--- config.mk ---
export PLATFORM = sky130hd
export DESIGN_NAME = dpsem_unit
export DESIGN_NICKNAME = d
export VERILOG_FILES = /design/src/rtl/dpsem_pkg.sv /design/src/rtl/dpsem_decode.sv /design/src/rtl/dpsem_cell.sv /design/src/rtl/dpsem_rdport.sv /design/src/rtl/dpsem_unit.sv
export SDC_FILE = /design/constraint.sdc
export NUM_CORES = 1
export LEC_CHECK = 0
export BUFFER_PORTS_ARGS = -buffer_cell sky130_fd_sc_hd__buf_2
export CAP_MARGIN = 20
export CORE_UTILIZATION = 40
export DETAILED_ROUTE_END_ITERATION = 8
export PLACE_DENSITY_LB_ADDON = 0.08
export SLEW_MARGIN = 25
export SYNTH_ARGS = -nofsm -noshare
export SYNTH_HDL_FRONTEND = slang
export SYNTH_HIERARCHICAL = 1
export SYNTH_SLANG_ARGS = --single-unit
export TNS_END_PERCENT = 30
--- constraint.sdc ---
create_clock -name clk -period 1.9 [get_ports clk]
set_input_delay 0.095 -clock clk [delete_from_list [all_inputs] [get_ports clk]]
set_output_delay 0.095 -clock clk [all_outputs]
set_load 0.05 [all_outputs]
--- src/rtl/dpsem_pkg.sv ---
package dpsem_pkg;
  typedef enum logic [1:0] {
    SEM_FREE  = 2'd0,
    SEM_LEFT  = 2'd1,
    SEM_RIGHT = 2'd2
  } sem_own_t;
endpackage

--- src/rtl/dpsem_decode.sv ---
module dpsem_decode #(
  parameter int NUM_SEM = 8,
  localparam int ADDR_W = $clog2(NUM_SEM)
) (
  input  logic              sel,
  input  logic              we,
  input  logic              oe,
  input  logic [ADDR_W-1:0] addr,
  input  logic              wdata,
  output logic [NUM_SEM-1:0] req_vec,
  output logic [NUM_SEM-1:0] rel_vec,
  output logic              rd_stb
);
  for (genvar g = 0; g < NUM_SEM; g++) begin : g_dec
    logic hit;
    assign hit        = sel && we && (addr == ADDR_W'(g));
    assign req_vec[g] = hit && !wdata;
    assign rel_vec[g] = hit && wdata;
  end
  assign rd_stb = sel && !we && oe;
endmodule

--- src/rtl/dpsem_cell.sv ---
module dpsem_cell
  import dpsem_pkg::*;
(
  input  logic clk,
  input  logic rst,
  input  logic req_l,
  input  logic rel_l,
  input  logic req_r,
  input  logic rel_r,
  output logic own_l,
  output logic own_r
);
  sem_own_t owner_q, owner_d;
  logic want_l_q, want_r_q, want_l_d, want_r_d;

  always_comb begin
    want_l_d = req_l ? 1'b1 : (rel_l ? 1'b0 : want_l_q);
    want_r_d = req_r ? 1'b1 : (rel_r ? 1'b0 : want_r_q);
    unique case (owner_q)
      SEM_LEFT:  owner_d = want_l_d ? SEM_LEFT  : (want_r_d ? SEM_RIGHT : SEM_FREE);
      SEM_RIGHT: owner_d = want_r_d ? SEM_RIGHT : (want_l_d ? SEM_LEFT  : SEM_FREE);
      default:   owner_d = want_l_d ? SEM_LEFT  : (want_r_d ? SEM_RIGHT : SEM_FREE);
    endcase
  end

  always_ff @(posedge clk) begin
    if (rst) begin
      owner_q  <= SEM_FREE;
      want_l_q <= 1'b0;
      want_r_q <= 1'b0;
    end else begin
      owner_q  <= owner_d;
      want_l_q <= want_l_d;
      want_r_q <= want_r_d;
    end
  end

  assign own_l = (owner_q == SEM_LEFT);
  assign own_r = (owner_q == SEM_RIGHT);

  AST_TIE_LEFT: assert property (@(posedge clk) disable iff (rst)
    (!own_l && !own_r && !want_l_q && !want_r_q && req_l && req_r) |=> own_l);
  AST_HANDOVER: assert property (@(posedge clk) disable iff (rst)
    (own_l && rel_l && (want_r_q || req_r) && !rel_r) |=> own_r);
  AST_NO_PREEMPT_L: assert property (@(posedge clk) disable iff (rst)
    (own_l && !rel_l) |=> own_l);
  AST_NO_PREEMPT_R: assert property (@(posedge clk) disable iff (rst)
    (own_r && !rel_r) |=> own_r);
  AST_CLAIM_RIGHT: assert property (@(posedge clk) disable iff (rst)
    (!own_l && !own_r && !want_l_q && !req_l && req_r) |=> own_r);
  AST_FREE_STAYS: assert property (@(posedge clk) disable iff (rst)
    (!own_l && !own_r && !want_l_q && !want_r_q && !req_l && !req_r) |=> (!own_l && !own_r));
endmodule

--- src/rtl/dpsem_rdport.sv ---
module dpsem_rdport #(
  parameter int NUM_SEM = 8,
  localparam int ADDR_W = $clog2(NUM_SEM)
) (
  input  logic               clk,
  input  logic               rst,
  input  logic               rd_stb,
  input  logic [ADDR_W-1:0]  addr,
  input  logic [NUM_SEM-1:0] owned,
  output logic               rdata
);
  always_ff @(posedge clk) begin
    if (rst)         rdata <= 1'b1;
    else if (rd_stb) rdata <= !owned[addr];
    else             rdata <= 1'b1;
  end

  AST_IDLE_HIGH: assert property (@(posedge clk) disable iff (rst)
    !rd_stb |=> rdata);
  AST_READ_OWNED: assert property (@(posedge clk) disable iff (rst)
    (rd_stb && owned[addr]) |=> !rdata);
endmodule

--- src/rtl/dpsem_unit.sv ---
module dpsem_unit #(
  parameter int NUM_SEM = 8,
  localparam int ADDR_W = $clog2(NUM_SEM)
) (
  input  logic              clk,
  input  logic              rst,
  input  logic              sel_l,
  input  logic              we_l,
  input  logic              oe_l,
  input  logic [ADDR_W-1:0] addr_l,
  input  logic              wdata_l,
  output logic              rdata_l,
  input  logic              sel_r,
  input  logic              we_r,
  input  logic              oe_r,
  input  logic [ADDR_W-1:0] addr_r,
  input  logic              wdata_r,
  output logic              rdata_r
);
  logic [NUM_SEM-1:0] req_l, rel_l, req_r, rel_r, own_l, own_r;
  logic rd_l, rd_r;

  dpsem_decode #(.NUM_SEM(NUM_SEM)) i_dec_l (
    .sel(sel_l), .we(we_l), .oe(oe_l), .addr(addr_l), .wdata(wdata_l),
    .req_vec(req_l), .rel_vec(rel_l), .rd_stb(rd_l));
  dpsem_decode #(.NUM_SEM(NUM_SEM)) i_dec_r (
    .sel(sel_r), .we(we_r), .oe(oe_r), .addr(addr_r), .wdata(wdata_r),
    .req_vec(req_r), .rel_vec(rel_r), .rd_stb(rd_r));

  for (genvar g = 0; g < NUM_SEM; g++) begin : g_cell
    dpsem_cell i_cell (
      .clk(clk), .rst(rst),
      .req_l(req_l[g]), .rel_l(rel_l[g]),
      .req_r(req_r[g]), .rel_r(rel_r[g]),
      .own_l(own_l[g]), .own_r(own_r[g]));
  end

  dpsem_rdport #(.NUM_SEM(NUM_SEM)) i_rd_l (
    .clk(clk), .rst(rst), .rd_stb(rd_l), .addr(addr_l), .owned(own_l), .rdata(rdata_l));
  dpsem_rdport #(.NUM_SEM(NUM_SEM)) i_rd_r (
    .clk(clk), .rst(rst), .rd_stb(rd_r), .addr(addr_r), .owned(own_r), .rdata(rdata_r));

  AST_ONE_HOLDER: assert property (@(posedge clk) disable iff (rst)
    (own_l & own_r) == '0);
endmodule

==> results of run 1 <==
-- state kept, by name, summed over array words and instances, names as in the netlist --
signal / cells
g_cell.i_cell/want_l_q: 8
i_rd_r/rdata: 1
g_cell.i_cell/want_r_q: 8
g_cell.i_cell/owner_q: 16
i_rd_l/rdata: 1
-- critical path, stage by stage (launching register included) --
cell	delay, ns
dfxtp_1	0.32
nor2b_1	0.14
mux4_2	0.46
nand2b_1	0.16
nand4b_1	0.09
-- final cells by class --
class	count	area (µm²)	share of cell area
clock buffers	6	82.6	0.0437
inverters	24	90.1	0.0477
multi-input cells	130	888	0.470
repair buffers	17	85.1	0.0450
well taps	50	62.6	0.0331
flip-flops and latches	34	681	0.360
-- metal layers --
metal  wire length [µm]  share of wire  vias to the layer above  GRT usage
li1                   -              -                      681          -
met1               1620           0.49                      620      0.234
met2               1440           0.44                       33      0.277
met3                170          0.051                        7     0.0569
met4                 71          0.022                        0     0.0798
met5                  0              0                        -          0
-- per-stage QoR --
step	setup WS, ns	hold WS [ns]	util	total power [µW]	area, µm²
floorplan	0.737	0.160	-	799	1660
global placement	0.644	0.368	0.452	854	1810
detailed placement	0.606	0.372	0.452	856	1810
CTS	0.662	0.0803	0.472	1380	1890
global route	0.593	0.107	0.472	1430	1890
finish	0.669	0.0917	0.472	1360	1890
-- final timing paths --
path / slack (ns) / depth (start not counted) / end
worst max register to register: 0.67 / 4 / i_rd_l/rdata
worst max-delay path: 0.67 / 4 / i_rd_l/rdata
worst min register to register: 0.52 / 2 / g_cell[7].i_cell/want_l_q
worst min-delay path: 0.09 / 3 / i_rd_r/rdata
-- cells in the final DEF, fill, tap and decap left out --
master     count
nor2_1        36
nand4bb_1      2
o211a_1        8
mux2i_1        4
a211oi_2       8
mux4_2         2
buf_2         17
nor3_1         8
nand4_1        2
nand2_1        4
clkbuf_8       6
nand2b_1       6
inv_1         24
and2_2         8
nor2b_1       10
a22oi_1        2
nand4b_1       6
a21oi_1        8
nor2b_2        8
a21o_1         8
dfxtp_1       34
-- logic make-up (layout without fill, tap and decap cells) --
| kind of cell | after synthesis | after routing | synth area share |
|---|---|---|---|
| mux | 6 | 6 | 0.0513 |
| compound gates | 34 | 34 | 0.178 |
| flops | 34 | 34 | 0.410 |
| simple gates | 90 | 90 | 0.306 |
| buf+inv | 24 | 47 | 0.0543 |
-- power by group through the flow --
stage / logic [µW] / registers, µW / clock network [µW]
floorplan: 56.3 / 742 / 0
global placement: 113 / 741 / 0
detailed placement: 115 / 741 / 0
CTS: 115 / 725 / 535
global route: 129 / 726 / 573
finish: 115 / 725 / 518
==> metrics.txt, run 1 <==
outcome complete, no violations; sequential area share after synthesis 0.410; post-DP HPWL 2570 µm; internal cell power 1040 µW; clock transition at the registers of the reported paths 0.06 ns; clk_lat worst skew 0.28 ns; final setup fails 0; Comb pwr share 0.085; H-Tree Depth 2; Starting DRT DRC Count 78; Setup crit end kind flop; max_cap viols 0; vias after detailed routing 1,341; max-slew violations 0; top-count cell post-synth nor2_1; # fillers 414; clock share of power 0.381; die height 66.4 µm; fin crit period 1.23 ns; GP Congestion 0.762; Primary FF master, synth dfxtp_1; synth warn 6; maximum vdd drop 373 µV; clk root buf clkbuf_8; die width 66.4 µm; I/O pin count 18; Final Skew 0.00164 ns; Relative slew margins 0.628; Pleak 0.000854 µW; cell taking the most area after synthesis dfxtp_1; clock tree buffer depth 2; synth top area cells dfxtp_1, nor2_1, a211oi_2; area delta synth->final 13.9%; Hold-fix buffers, CTS 0; Yosys top cell area share 0.410; CTS Buf Count 5; DR DRC count 0; antenna cells 0; vias in the first global route 1,256; detailed-route wire length per cell 12.6 µm; Post-CTS Setup Bufs 0; Post-Synthesis Cell Area 0.00166 mm²; Finished Layout Cells 261; drt via density 5.14; HP Start we_r; Synth Instances 188; final wirelength 3300 µm; post-synthesis cell type count 19; fraction of registers with async set/reset 0; crit path max fanout 2; Placed Cells 255; Num Clock Sinks 34; Critical Path Source g_cell[4].i_cell/owner_q[0]; crit start category flop; row count 23; Buffers on Ports 17; Psw 315 µW; endpoints failing hold 0; Sw Ratio 0.232; Worst Tran Pin Value 0.558 ns; setup TNS 0 ns; Seq cells post-synth 34; initial antenna violation count 0; CTS tree yes; Commonest cells post-synth nor2_1, dfxtp_1, inv_1, nor2b_1; first-pass GRT wire length 5730 µm; drt first pass iters 4; arrival time worst endpoint 1.45 ns; nets 228; Die ar. 0.00441 mm²; grt ovf 0; gr usage total 0.182; achievable clock frequency 813 MHz; Avg Cell Area, Syn 8.82 µm²; share of cells above drive strength 1 0.232; kind of critical path flop to flop; Mapped Nets 204; RSZ-0062 raised after global routing no; r2r startpoint g_cell[4].i_cell/owner_q[0]; Routed Antenna Nets 0; Critical Path RT 2.12 ns; core area 0.00400 mm²; Hold Crit Class input pin to flop; largest net degree at the start of global routing 27; Initial Util 0.415; post-CTS resize count 0; number of flops mapped to enable cells by yosys 0; PD cells 719 mW/mm²; sequential share of power 0.534; fin crit share 0.648
(Power assumes the default switching activity.)
==> inputs of run 2 (changes only) <==
--- a/config.mk
+++ b/config.mk
@@ -5,6 +5,7 @@
 export SDC_FILE = /design/constraint.sdc
 export NUM_CORES = 1
 export LEC_CHECK = 0
+export ABC_AREA = 1
 export BUFFER_PORTS_ARGS = -buffer_cell sky130_fd_sc_hd__buf_2
 export CAP_MARGIN = 20
 export CORE_UTILIZATION = 40
==> constraint.sdc (replaced) <==
create_clock -name clk -period 1.2 [get_ports clk]
set_input_delay 0.06 -clock clk [delete_from_list [all_inputs] [get_ports clk]]
set_output_delay 0.06 -clock clk [all_outputs]
set_load 0.05 [all_outputs]
==> run 2 against run 1 <==
Clock-buffer cell count up 1. Sequential cell count unchanged. Cell area up 20%. Clock power increased by 70%. Register-to-register slack lost 0.47 ns. Synthesized cell count increased by 77%. Non-clock buffer count increased by 1. Cell count increased by 62%. Wire length is 30% higher. Critical path type unchanged. Largest cell class unchanged. Largest power group unchanged. Highest routed layer unchanged.
==> metrics.txt, run 2 <==
clock tree buffer depth 2; post-synthesis cell type count 14; drt first pass iters 4; Final Skew 0.00227 ns; CP max stage delay 0.39 ns; core area 0.00479 mm²; detailed-route wire length per cell 10.1 µm; sequential share of power 0.511; clock transition at the registers of the reported paths 0.07 ns; kind of critical path flop to flop; Starting DRT DRC Count 60; vias after detailed routing 1,792; sequential area share after synthesis 0.339; max reg flops 16; Avg Cell Area, Syn 6.04 µm²; grt ovf 0; CTS tree yes; r2r startpoint g_cell[4].i_cell/owner_q[0]; simple-gate portion of the synthesized area 0.423; die width 72.8 µm; CP most frequent cell nand2_1; Post-Synthesis Cell Area 0.00201 mm²; top-count cell post-synth nand2_1; Die ar. 0.00530 mm²; RSZ-0062 raised after global routing no; arrival time worst endpoint 1.18 ns; HP Start addr_r[2]; Critical Path Source g_cell[4].i_cell/owner_q[0]; crit start category flop; clk root buf clkbuf_8; Seq cells post-synth 34; Primary FF master, synth dfxtp_1; post-CTS resize count 0; I/O pin count 18; Final Core Density 0.472; largest net degree at the start of global routing 11; Worst R2R End i_rd_l/rdata; fraction of registers with async set/reset 0; Worst Reg-to-Reg Cells 7; Routed Antenna Nets 0; mux cell area share after synthesis 0; end of the worst hold path i_rd_r/rdata; clock share of power 0.392; crit path max fanout 2; DR DRC count 0; area delta synth->final 12.6%; commonest non-fill, non-tap cells in the layout nand2_1, inv_1, nor2_1; fin crit share 0.837; Pleak 0.00116 µW; CTS Buf Count 5; gr usage total 0.187; Critical-path top delay cell dfxtp_1; largest register by flop count g_cell.i_cell/owner_q; Mapped Nets 348; clk_lat worst skew 0.28 ns; pre-CTS setup slack 0.129 ns; final wirelength 4280 µm; achievable clock frequency 995 MHz; final setup margin 0.195 ns; Psw 580 µW; vias in the first global route 1,726; synth top area cells dfxtp_1, nand2_1, inv_1; cell taking the most area after synthesis dfxtp_1; xor/xnor share of the synthesized area 0; H-Tree Depth 2; most common cell after layout, fill and taps aside nand2_1; initial antenna violation count 0; die height 72.8 µm; Sw Ratio 0.257; Buffers on Ports 17; nets 371; fin crit period 1.00 ns; critical path cell sequence inv_2 -> nor2_1 -> nand2_1 -> nand3_1 -> nand2_1 -> nand2_1 -> nand3_2; Initial Util 0.419; Worst Tran Pin Value 0.291 ns; Yosys top cell area share 0.339; Synth Area in Adders 0; internal cell power 1670 µW; max_cap viols 0; maximum vdd drop 618 µV; Num Clock Sinks 34; synth warn 6; largest family of logic cells by synthesized area simple AND/OR/NAND/NOR gates; final setup fails 0; hold-critical path depth 3; PD cells 998 mW/mm²; Hold Crit Class input pin to flop; Relative slew margins 0.805; Commonest cells post-synth nand2_1, inv_1, nor2_1, dfxtp_1, inv_2; Synth Instances 332; post-DP HPWL 3410 µm; Setup crit end kind flop; first-pass GRT wire length 7420 µm; largest registers g_cell.i_cell/owner_q (16), g_cell.i_cell/want_l_q (8), g_cell.i_cell/want_r_q (8); GP Congestion 0.844; Critical Path RT 1.38 ns; Post-CTS Setup Bufs 0; r2r setup slk 0.20 ns; number of flops mapped to enable cells by yosys 0; Comb pwr share 0.098; setup TNS 0 ns; share of cells above drive strength 1 0.216; row count 25; worst hold slack 0.0843 ns; Hold-fix buffers, CTS 0; endpoints failing hold 0; Compound-Gate Fraction of Synth Area 0.0549; max-slew violations 0; outcome complete, no violations; antenna cells 0; drt via density 4.24
run 2: power groups by stage:
stage                     clock [µW]  combinational, µW  sequential, µW
after floorplan                    0                135            1180
after global placement             0                222            1180
after detailed placement           0                221            1180
after CTS                        914                222            1150
after global routing             948                252            1150
final                            883                220            1150
run 2: worst max-delay path: cells and delay by family, from the launching register on:
kind,cells,cell delay (ns)
buf+inv,1,0.05
flops,1,0.39
simple gates,6,0.44
run 2: layer usage:
layer | share of wire | vias up | global-route usage
met5 | 0 | - | 0
met4 | 0.012 | 0 | 0.0654
met3 | 0.029 | 5 | 0.0387
met2 | 0.47 | 16 | 0.331
met1 | 0.49 | 775 | 0.224
li1 | - | 996 | -
run 2: cells by family (layout without fill, tap and decap cells):
kind of cell           count (synthesis)  in the layout
AOI/OAI and AO/OA                     16             16
buffers and inverters                 96            120
DFF                                   34             34
and+or+nand+nor                      186            186
run 2: how the worst max path moves through the flow:
stage / endpoint / cells after the start
final: i_rd_l/rdata / 7
after floorplan: i_rd_l/rdata / 7
after global routing: i_rd_l/rdata / 7
after CTS: i_rd_l/rdata / 7
after global placement: g_cell[7].i_cell/want_r_q / 8
after detailed placement: g_cell[6].i_cell/owner_q[0] / 8
run 2: per-stage QoR:
stage                     power (µW)  std cells  instance area [µm²]
after global routing            2350        423                 2260
after CTS                       2290        423                 2260
after global placement          1400        415                 2170
after floorplan                 1310        332                 2010
after detailed placement        1400        415                 2170
final                           2250        423                 2260
run 2: cell type report:
type                       instances  area (µm²)
fill                             532        2530
multi-input combinational        202         958
sequential                        34         681
inverter                          94         353
timing repair buffer              18        92.6
clock buffer                       7        86.3
tap                               67        83.8
clock inverter                     1        5.00
==> inputs of run 3 (changes only) <==
==> constraint.sdc (replaced) <==
create_clock -name clk -period 0.8 [get_ports clk]
set_input_delay 0.04 -clock clk [delete_from_list [all_inputs] [get_ports clk]]
set_output_delay 0.04 -clock clk [all_outputs]
set_load 0.05 [all_outputs]
==> run 3 against run 2 <==
The run now ends with setup timing left. Sequential power up 50%. First-iteration DRC count decreased by 25%. Non-clock buffer count increased by 26. Die area unchanged. Total power is 50% higher. Combinational power up 85%. Setup slack got worse by 0.34 ns. Clock-buffer cell count shrank 1. Register-to-register slack lost 0.34 ns. Largest power group unchanged. Cell area up 14%.
==> metrics.txt, run 3 (same netlist as run 2, synthesis figures left out) <==
Die ar. 0.00530 mm²; Worst R2R End i_rd_r/rdata; CTS Buf Count 5; clk root buf clkbuf_8; overall power 3380 µW; final setup margin -0.146 ns; CP Buf/Inv Count 1; drt via density 4.24; kind of critical path flop to flop; maximum vdd drop 983 µV; vias after detailed routing 1,902; most common cell after layout, fill and taps aside nand2_1; die height 72.8 µm; grt ovf 0; Initial Util 0.419; endpoints failing hold 0; arrival time worst endpoint 1.12 ns; clk_lat worst skew 0.28 ns; drt first pass iters 4; antenna cells 0; achievable clock frequency 1060 MHz; r2r setup slk -0.15 ns; crit path max fanout 3; H-Tree Depth 2; final setup fails 9; max-slew violations 0; Num Clock Sinks 34; row count 25; r2r startpoint g_cell[1].i_cell/owner_q[1]; GP Congestion 0.765; PD cells 1310 mW/mm²; Routed Antenna Nets 0; I/O pin count 18; crit start category flop; Final Skew 0.00441 ns; core area 0.00479 mm²; area delta synth->final 28.7%; max_cap viols 0; hold-critical path depth 5; largest register by flop count g_cell.i_cell/owner_q; nets 397; CP most frequent cell nand2_1; detailed-route wire length per cell 9.82 µm; failing checks setup timing; Relative slew margins 0.815; Worst Reg-to-Reg Cells 7; Pleak 0.00131 µW; Critical Path RT 0.97 ns; final wirelength 4410 µm; Buffers on Ports 17; fin crit period 0.946 ns; largest net degree at the start of global routing 12; critical path cell sequence inv_2 -> nor2_4 -> nand2_1 -> nand3_1 -> nand2_1 -> nand2_1 -> nand3_2; Final Core Density 0.540; gr usage total 0.189; end of the worst hold path i_rd_l/rdata; first-pass GRT wire length 7490 µm; Setup crit end kind flop; RSZ-0062 raised after global routing yes; DR DRC count 0; share of cells above drive strength 1 0.359; Starting DRT DRC Count 45; Hold Crit Class input pin to flop; max reg flops 16; clock transition at the registers of the reported paths 0.07 ns; fin crit share 1.18; vias in the first global route 1,767; CTS tree yes; worst hold slack 0.0768 ns; commonest non-fill, non-tap cells in the layout nand2_1, inv_1, nor2_1; clock tree buffer depth 2; Critical-path top delay cell dfxtp_4; HP Start we_l; initial antenna violation count 0; outcome complete, but fails checks; post-DP HPWL 3530 µm; largest registers g_cell.i_cell/owner_q (16), g_cell.i_cell/want_l_q (8), g_cell.i_cell/want_r_q (8); CP max stage delay 0.37 ns; CP top delay family simple AND/OR/NAND/NOR gates; die width 72.8 µm; Worst Tran Pin Value 0.278 ns
-- run 3: cell types whose count changed in the layout (fill, tap and decap cells not counted), sizes merged --
cell    change
buf        +26
clkbuf      -1
clkinv      +1
-- run 3: layout make-up --
type	instances	area [µm²]
fillers	525	2200
multi-input cells	202	1040
flip-flops and latches	34	704
inverters	94	353
repair buffers	44	319
well taps	67	83.8
clock buffers	6	72.6
clock inverters	2	13.8
-- run 3: worst reg2reg max path, delay by kind of cell (launching register included) --
family	cells	cell delay, ns
simple gates	6	0.42
buf+inv	1	0.05
flops	1	0.37
-- run 3: per-stage QoR --
step,std cells,setup slack (ns),TNS [ns],area (µm²)
after floorplan,332,-0.0382,-0.0732,2020
after global placement,441,-0.243,-5.65,2380
after detailed placement,441,-0.234,-5.66,2380
after CTS,449,-0.151,-0.404,2520
after global routing,449,-0.220,-1.00,2580
final,449,-0.146,-0.317,2580
-- run 3: how the worst max path moves through the flow --
stage | from | to | cells past startpoint
4_1_cts | g_cell[5].i_cell/owner_q[1] | i_rd_r/rdata | 7
3_5_place_dp | addr_r[2] | g_cell[5].i_cell/owner_q[0] | 7
6_report | g_cell[1].i_cell/owner_q[1] | i_rd_r/rdata | 7
3_3_place_gp | sel_l | g_cell[1].i_cell/owner_q[0] | 10
2_1_floorplan | g_cell[1].i_cell/owner_q[0] | i_rd_l/rdata | 7
5_1_grt | g_cell[7].i_cell/owner_q[1] | i_rd_r/rdata | 7
-- run 3: power by group --
group          total [µW]  switching (µW)  internal, µW  leakage, µW
Sequential           1730            14.1          1710     0.000282
Clock                1240             631           614    0.0000452
Combinational         406             246           160     0.000987
-- run 3: timing repair --
| item | 4_1_cts | 5_1_grt |
|---|---|---|
| setup endpoints to repair | 10 | 19 |
| buffers inserted | 0 | 0 |
| resized for setup | 16 | 18 |
| pin swaps | 4 | 7 |
| hold buffers | 0 | 0 |
-- run 3: metal layers --
| layer | global-route usage | wire length, µm |
|---|---|---|
| met5 | 0 | 0 |
| met4 | 0.0523 | 46 |
| met3 | 0.0373 | 95 |
| met2 | 0.325 | 2110 |
| met1 | 0.239 | 2160 |
